<file path="src/rtl/i2c_eeprom_rd.sv">
module i2c_eeprom_rd #(
  parameter int          ADDR_W   = 9,
  parameter logic [3:0]  DEV_CODE = 4'b1010
) (
  input  logic              clk,
  input  logic              rst_n,
  input  logic              scl,
  input  logic              sda_in,
  output logic              sda_oe,
  input  logic              ld_we,
  input  logic [ADDR_W-1:0] ld_addr,
  input  logic [7:0]        ld_data
);
  localparam int DEPTH = 1 << ADDR_W;
  localparam int HI_W  = ADDR_W - 8;
  localparam logic [2:0] S_IDLE = 3'd0, S_DEV = 3'd1, S_DACK = 3'd2,
                         S_WORD = 3'd3, S_WACK = 3'd4, S_RD = 3'd5, S_RACK = 3'd6;

  logic [7:0]        mem [DEPTH];
  logic              scl_q, sda_q;
  logic [2:0]        state;
  logic [3:0]        bitcnt;
  logic [7:0]        sh;
  logic              rw, mack;
  logic [HI_W-1:0]   hi;
  logic [ADDR_W-1:0] addr;

  wire scl_rise = scl & ~scl_q;
  wire scl_fall = ~scl & scl_q;
  wire start_c  = scl & scl_q & sda_q & ~sda_in;
  wire stop_c   = scl & scl_q & ~sda_q & sda_in;
  wire [7:0] rd_byte = mem[addr];

  always_ff @(posedge clk)
    if (ld_we) mem[ld_addr] <= ld_data;

  always_ff @(posedge clk) begin
    if (!rst_n) begin
      scl_q  <= 1'b1;
      sda_q  <= 1'b1;
      state  <= S_IDLE;
      bitcnt <= '0;
      sh     <= '0;
      rw     <= 1'b0;
      mack   <= 1'b0;
      hi     <= '0;
      addr   <= '0;
      sda_oe <= 1'b0;
    end else begin
      scl_q <= scl;
      sda_q <= sda_in;
      if (start_c) begin
        state  <= S_DEV;
        bitcnt <= '0;
        sda_oe <= 1'b0;
      end else if (stop_c) begin
        state  <= S_IDLE;
        bitcnt <= '0;
        sda_oe <= 1'b0;
      end else begin
        case (state)
          S_DEV, S_WORD: begin
            if (scl_rise) begin
              sh     <= {sh[6:0], sda_in};
              bitcnt <= bitcnt + 4'd1;
            end else if (scl_fall && bitcnt == 4'd8) begin
              bitcnt <= '0;
              if (state == S_DEV) begin
                if (sh[7:4] == DEV_CODE) begin
                  rw     <= sh[0];
                  hi     <= sh[HI_W:1];
                  sda_oe <= 1'b1;
                  state  <= S_DACK;
                end else begin
                  state  <= S_IDLE;
                end
              end else begin
                addr   <= {hi, sh};
                sda_oe <= 1'b1;
                state  <= S_WACK;
              end
            end
          end
          S_DACK: begin
            if (scl_fall) begin
              bitcnt <= '0;
              if (rw) begin
                sda_oe <= ~rd_byte[7];
                sh     <= {rd_byte[6:0], 1'b0};
                state  <= S_RD;
              end else begin
                sda_oe <= 1'b0;
                state  <= S_WORD;
              end
            end
          end
          S_WACK: begin
            if (scl_fall) begin
              sda_oe <= 1'b0;
              state  <= S_IDLE;
            end
          end
          S_RD: begin
            if (scl_rise) begin
              bitcnt <= bitcnt + 4'd1;
            end else if (scl_fall) begin
              if (bitcnt == 4'd8) begin
                sda_oe <= 1'b0;
                addr   <= addr + 1'b1;
                state  <= S_RACK;
              end else begin
                sda_oe <= ~sh[7];
                sh     <= {sh[6:0], 1'b0};
              end
            end
          end
          S_RACK: begin
            if (scl_rise) begin
              mack <= ~sda_in;
            end else if (scl_fall) begin
              bitcnt <= '0;
              if (mack) begin
                sda_oe <= ~rd_byte[7];
                sh     <= {rd_byte[6:0], 1'b0};
                state  <= S_RD;
              end else begin
                state  <= S_IDLE;
              end
            end
          end
          default: state <= S_IDLE;
        endcase
      end
    end
  end
endmodule


</file>
<file path="config.mk">
export PLATFORM = sky130hd
export DESIGN_NAME = i2c_eeprom_rd
export DESIGN_NICKNAME = d
export VERILOG_FILES = /design/src/rtl/i2c_eeprom_rd.sv
export SDC_FILE = /design/constraint.sdc
export NUM_CORES = 2
export LEC_CHECK = 0
export BUFFER_PORTS_ARGS = -buffer_cell sky130_fd_sc_hd__buf_2
export CORE_MARGIN = 5
export CORE_UTILIZATION = 30
export DETAILED_ROUTE_END_ITERATION = 7
export PLACE_DENSITY = 0.55
export SLEW_MARGIN = 30
export SYNTH_ARGS = -nofsm -noshare
export SYNTH_HDL_FRONTEND = slang
export SYNTH_SLANG_ARGS = --single-unit
export TNS_END_PERCENT = 10
</file>
<file path="constraint.sdc">
create_clock -name clk -period 4.15 [get_ports clk]
set_input_delay 0 -clock clk [delete_from_list [all_inputs] [get_ports clk]]
set_output_delay 0 -clock clk [all_outputs]
set_load 0.1 [all_outputs]
</file>
After elaboration in Yosys (flattened, before gate mapping)
Memory sizes are Yosys's and may differ from the RTL's. A register that Yosys moved wholly into a read port is not among the register bits.
Cells that the tools add are included.
- RAM bits: 4096
- memories: 1
- input port bits: 22
- bits in registers: 30
- memories (name ; depth ; bits a word ; rd ports ; clocked after Yosys merged registers in ; write ports ; RTL line ; RTL):
    mem ; 512 ; 8 ; 1 ; 1 ; 1 ; 19 ; logic [7:0] mem [DEPTH];
- multiplexer cells: 57
- add/sub/neg operators: 2
- equal/unequal tests: 34
- reduce and logical (&&, ||, !) cells: 14
- bitwise logic cells: 17
- operators with widths (operator ; number):
    2-to-1 mux 8 bit ; 9
    2-to-1 mux 9 bit ; 8
    2-to-1 mux 3 bit ; 12
    inequality test 4 bit, second input constant ; 9
    case mux 8 bit (4 select lines) ; 1
    inequality test 2 bit, second input constant ; 15
    AND reduction 9 bit ; 3
    2-to-1 mux 4 bit ; 5
    case mux 9 bit (2 select lines) ; 1
    2-to-1 mux 1 bit ; 17
    case mux 4 bit (4 select lines) ; 1
    case mux 3 bit (5 select lines) ; 1
    AND reduction 12 bit ; 1
    AND reduction 11 bit ; 1
    NOT 1 bit ; 10
    adder 9 x 1 -> 9 bit, second input constant ; 1
    == test 3 bit, second input constant ; 3
    == test 4 bit, second input constant ; 2
    AND reduction 4 bit ; 2
    AND 1 bit ; 7
    AND reduction 7 bit ; 1
    == test 3 x 2 -> 1 bit, second input constant ; 2
    inequality test 3 bit, second input constant ; 2
    case mux 1 bit (5 select lines) ; 1
    9 further kinds ; 9

Logic depth before layout (Yosys ltp)
- depth after elaboration: 8
- gate-level depth with buffers: 16
- gate-level depth less buffers: 10

Worst setup path after synthesis
No wires, ideal clock.
- path kind: reg-to-reg
- start point: register (tool-made name)
- end point: register sh[6]
- slack: 1.246 ns
- buffers on the path: 6
- clock period less this slack: 2.904 ns
- data arrival time: 2.776 ns
- cell stages (with the launch flop): 14
- path through: dfxtp_1 buf_6 buf_6 buf_6 buf_6 buf_4 buf_2 mux4_2 a22oi_1 a21oi_1 nor4_1 o221ai_1 a32oi_1 o41ai_1
- RTL lines (element ; RTL line ; RTL):
    end signal: assignment ; 64 ; sh <= {sh[6:0], sda_in};
    end signal: assignment ; 89 ; sh <= {rd_byte[6:0], 1'b0};
    end signal: assignment ; 113 ; sh <= {sh[6:0], 1'b0};
    end: declaration ; 23 ; logic [7:0] sh;

==> flow_summary.rst <==
.. list-table::
   :header-rows: 1

   * - Metric
     - Value
   * - Total nets after synthesis
     - 7710
   * - First-pass DRT Iterations
     - 6
   * - Count of state elements after synthesis
     - 4135
   * - Number of filler instances in the final layout
     - 49086
   * - Top flip-flop cell by instance count after synthesis
     - edfxtp_1
   * - Clock root buffer
     - clkbuf_16
   * - Placeable core region
     - 0.535 mm²
   * - Count of cell types in the netlist
     - 72
   * - Count of input and output buffers
     - 22
   * - Number of DRC markers after the initial detailed-route iteration
     - 11331
   * - Most frequent cell after synthesis
     - edfxtp_1
   * - Critical path start-end classification
     - register to register
   * - Endpoint required time on the critical path
     - 5020 ps
   * - Total count of max-transition violations in the final report
     - 0
   * - Summed instance area of the synthesized netlist
     - 0.161 mm²
   * - Final WS setup
     - -21.2 ps
   * - Power density of the placed cells
     - 449 mW/mm²
   * - Sequential area share after synthesis
     - 0.770
   * - Final Hold Violating Endpoints
     - 0
   * - Number of buffers created by CTS
     - 414
   * - Fraction of post-synthesis cell area in the top cell type by area
     - 0.765
   * - Average vias per placed instance
     - 5.28
   * - Clock network fraction of total power
     - 0.448
   * - Share of final-layout standard cells stronger than drive strength 1
     - 0.289
   * - Setup crit end kind
     - register
   * - Number of instances in the synthesized netlist
     - 7685
   * - Data arrival time of the critical path
     - 5040 ps
   * - R2R setup slack
     - -20 ps
   * - Clock sink total
     - 4135
   * - Antenna viol nets, final
     - 0
   * - Most Frequent Cell on Critical Path
     - buf_12
   * - Critical R2R Capture
     - sh[6]$_SDFFE_PN0P_
   * - Vias in the first global route
     - 84785
   * - Power share of the sequential group
     - 0.539
   * - Site row count
     - 269
   * - Area of the die
     - 0.551 mm²
   * - Global router's overall resource usage
     - 0.176
   * - HPWL after detailed placement
     - 322000 µm
   * - Drt wl/cell
     - 30.9 µm
   * - CP cell instances
     - buf_12 -> buf_12 -> buf_12 -> buf_4 -> mux4_2 -> mux4_2 -> mux2i_1 -> nor2_1 -> a2111oi_1 -> buf_4 -> o41ai_1
   * - Average footprint of a synthesized cell
     - 20.9 µm²
   * - X dimension of the die
     - 742 µm
   * - Status
     - finished with violations
   * - Switching part of the total power
     - 0.202
   * - Critical-path top delay cell
     - a2111oi_1
   * - Longest Clk Path Bufs
     - 4
   * - Final cell utilization of the core
     - 0.354
   * - Critical-path maximum fanout
     - 24
   * - Io pins
     - 23
   * - Cells taking the most area after synthesis
     - edfxtp_1 76%, mux4_2 14%, mux2i_1 1.8%
   * - Chip height
     - 742 µm
   * - Share of flip-flops with an asynchronous set or reset after synthesis
     - 0
   * - GP Congestion
     - 0.875
   * - Clock Pin Slew Worst Setup and Hold Paths
     - 60 ps
   * - Internal cell power
     - 68000 µW
   * - Minimum clock period
     - 4170 ps
   * - Comb pwr share
     - 0.013
   * - Number of enable-type register cells in the synthesized netlist
     - 4096
   * - Number of cell instances on the worst register-to-register path
     - 11
   * - Number of setup violations in the final report
     - 1
   * - Failing checks
     - setup timing
   * - Initial antenna violation count
     - 39
   * - Worst vdd ir
     - 0.000381 V
   * - Switching power
     - 17200 µW
   * - Hold Crit Endpoint
     - mem[46][7]$_DFFE_PP_
   * - Worst slew margin relative to its limit
     - 0.260
   * - Worst setup skew after layout
     - 55.8 ps
   * - Overall power of the completed layout
     - 85200 µW
   * - Maximum clock rate
     - 240 MHz
   * - Tcrit/Tclk final
     - 1.01
   * - Beginning of the worst hold path
     - ld_we
   * - Remaining DRCs
     - 0
   * - Clock Latency Late Sink
     - 990 ps
   * - Hold Crit Class
     - input port to register
   * - Critical Path Start Type
     - register
   * - Largest net degree at the start of global routing
     - 189
   * - Worst-Margin Slew
     - 1110 ps
   * - Cell accounting for the most synthesized area
     - edfxtp_1
   * - Level count of the clock H-tree
     - 5
   * - Starting density of the core
     - 0.300
   * - Number of nets in the finished design
     - 8568
   * - Via Count
     - 84925
   * - Wire length of the first global-routing pass
     - 693000 µm
   * - Number of cells on the worst hold path
     - 4
   * - Most numerous cell types in the synthesized netlist
     - 4096 x edfxtp_1, 967 x mux4_2, 611 x nor2_1
   * - Layout Area Growth over Synthesis
     - 18.0%
   * - Max-cap violation count
     - 0
   * - Total gr overflow
     - 0
   * - CTS tree
     - done
   * - Setup repair after global routing missed its margin
     - no
   * - Ys Warns
     - 0
   * - WL final
     - 498000 µm
   * - Lkg Pwr
     - 0.0576 µW
   * - Largest stage delay on the critical path
     - 710 ps
what timing repair did:
item,in CTS,in global routing
endpoints found under the hold margin,2560,0
endpoints found under the setup margin,6,4
pin swaps,0,0
gates resized for setup,6,4
buffers inserted,4,0
hold buffers,26,0
worst max-delay path by stage:
stage          depth (start not counted)  slack, ps  startpoint                 end
5_1_grt                               14         20    register  sh[1]$_SDFFE_PN0P_
6_report                              11        -20    register  sh[6]$_SDFFE_PN0P_
3_5_place_dp                          13       -630    register  sh[6]$_SDFFE_PN0P_
4_1_cts                               11         50    register  sh[5]$_SDFFE_PN0P_
2_1_floorplan                         13       1250    register  sh[6]$_SDFFE_PN0P_
3_3_place_gp                          11       -690    register  sh[1]$_SDFFE_PN0P_
layout make-up:
type	count	area (µm²)	area share
sequential	4135	124000	0.652
multi-input combinational	3052	34700	0.183
clock buffer	496	10800	0.0566
tap	7181	8980	0.0473
timing repair buffer	921	8430	0.0444
clock inverter	275	3020	0.0159
inverter	19	85.1	0.000448
antenna	14	35.0	0.000185
layer usage:
metal	routed length, µm	vias to the layer above	part of all wire	GRT usage
met5	101	-	0.00020	0
met2	234000	4354	0.47	0.281
met3	43700	797	0.088	0.0319
met4	19000	14	0.038	0.0598
li1	-	33852	-	-
met1	200000	45908	0.40	0.243
critical path: cells and delay by family, from the launching register on:
| family | cells | cell delay [ps] |
|---|---|---|
| muxes | 3 | 1550 |
| AOI/OAI and AO/OA | 2 | 790 |
| and+or+nand+nor | 1 | 120 |
| buffers and inverters | 5 | 1130 |
| DFF | 1 | 430 |
stage by stage:
step                instances  hold WS (ps)  instance area, µm²  TNS (ps)  worst slack, ps
floorplan                7685          98.9              161000         0             1250
global placement        15272           300              175000     -1860             -695
detailed placement      15274           311              176000     -1440             -628
CTS                     16075          10.6              190000         0             48.5
global route            16081          73.6              190000         0             16.6
finish                  16093          81.2              190000     -21.2            -21.2
power groups by stage:
stage               Clock (µW)  Sequential [µW]  Combinational, µW
finish                   38200            45900               1110
global route             40600            45900               1170
CTS                      38800            45900               1110
detailed placement           0            46800               1090
global placement             0            46800               1020
floorplan                    0            46800                116
logic make-up (layout without fill, tap and decap cells):
family	count (synthesis)	after routing	share of synthesized area
adder cells (fa/ha/maj)	3	3	0.000233
AND/OR/NAND/NOR	1091	1091	0.0289
multiplexers	1281	1281	0.155
buffers and inverters	498	1711	0.0168
AO/OA/AOI/OAI	673	673	0.0290
XOR/XNOR	4	4	0.000218
flip-flops	4135	4135	0.770
other	0	14	0
cell usage in the layout (no fill, tap or decap), types with 20 or more instances in the layout:
cell type	synthesis	routed
a31oi_1	32	32
clkinv_1	0	95
nor2_2	0	23
mux4_2	967	967
o221ai_1	36	36
a21oi_1	114	114
bufinv_16	0	54
o22ai_1	91	91
clkinv_2	0	82
buf_4	59	759
nor2_1	611	583
edfxtp_1	4096	4096
nand4_1	20	20
nand2_1	220	204
mux2_2	22	22
o21ai_0	65	64
a221oi_1	22	22
a22oi_1	128	128
buf_12	1	109
nor2b_1	29	23
clkbuf_16	0	418
nor3_1	39	39
mux2i_1	292	292
dfxtp_1	39	31
nand3_1	62	58
dlygate4sd3_1	0	26
clkbuf_1	195	78
a211oi_1	45	44
state kept, by name (all words and copies together), names as in the netlist, named ones only:
signal and count:
sda_q 1, rw 1, addr 9, scl_q 1
hi 1, sh 8, mack 1, state 3
bitcnt 4, mem 4096, sda_oe 1
Note: power is estimated with default switching activity, not from simulation.
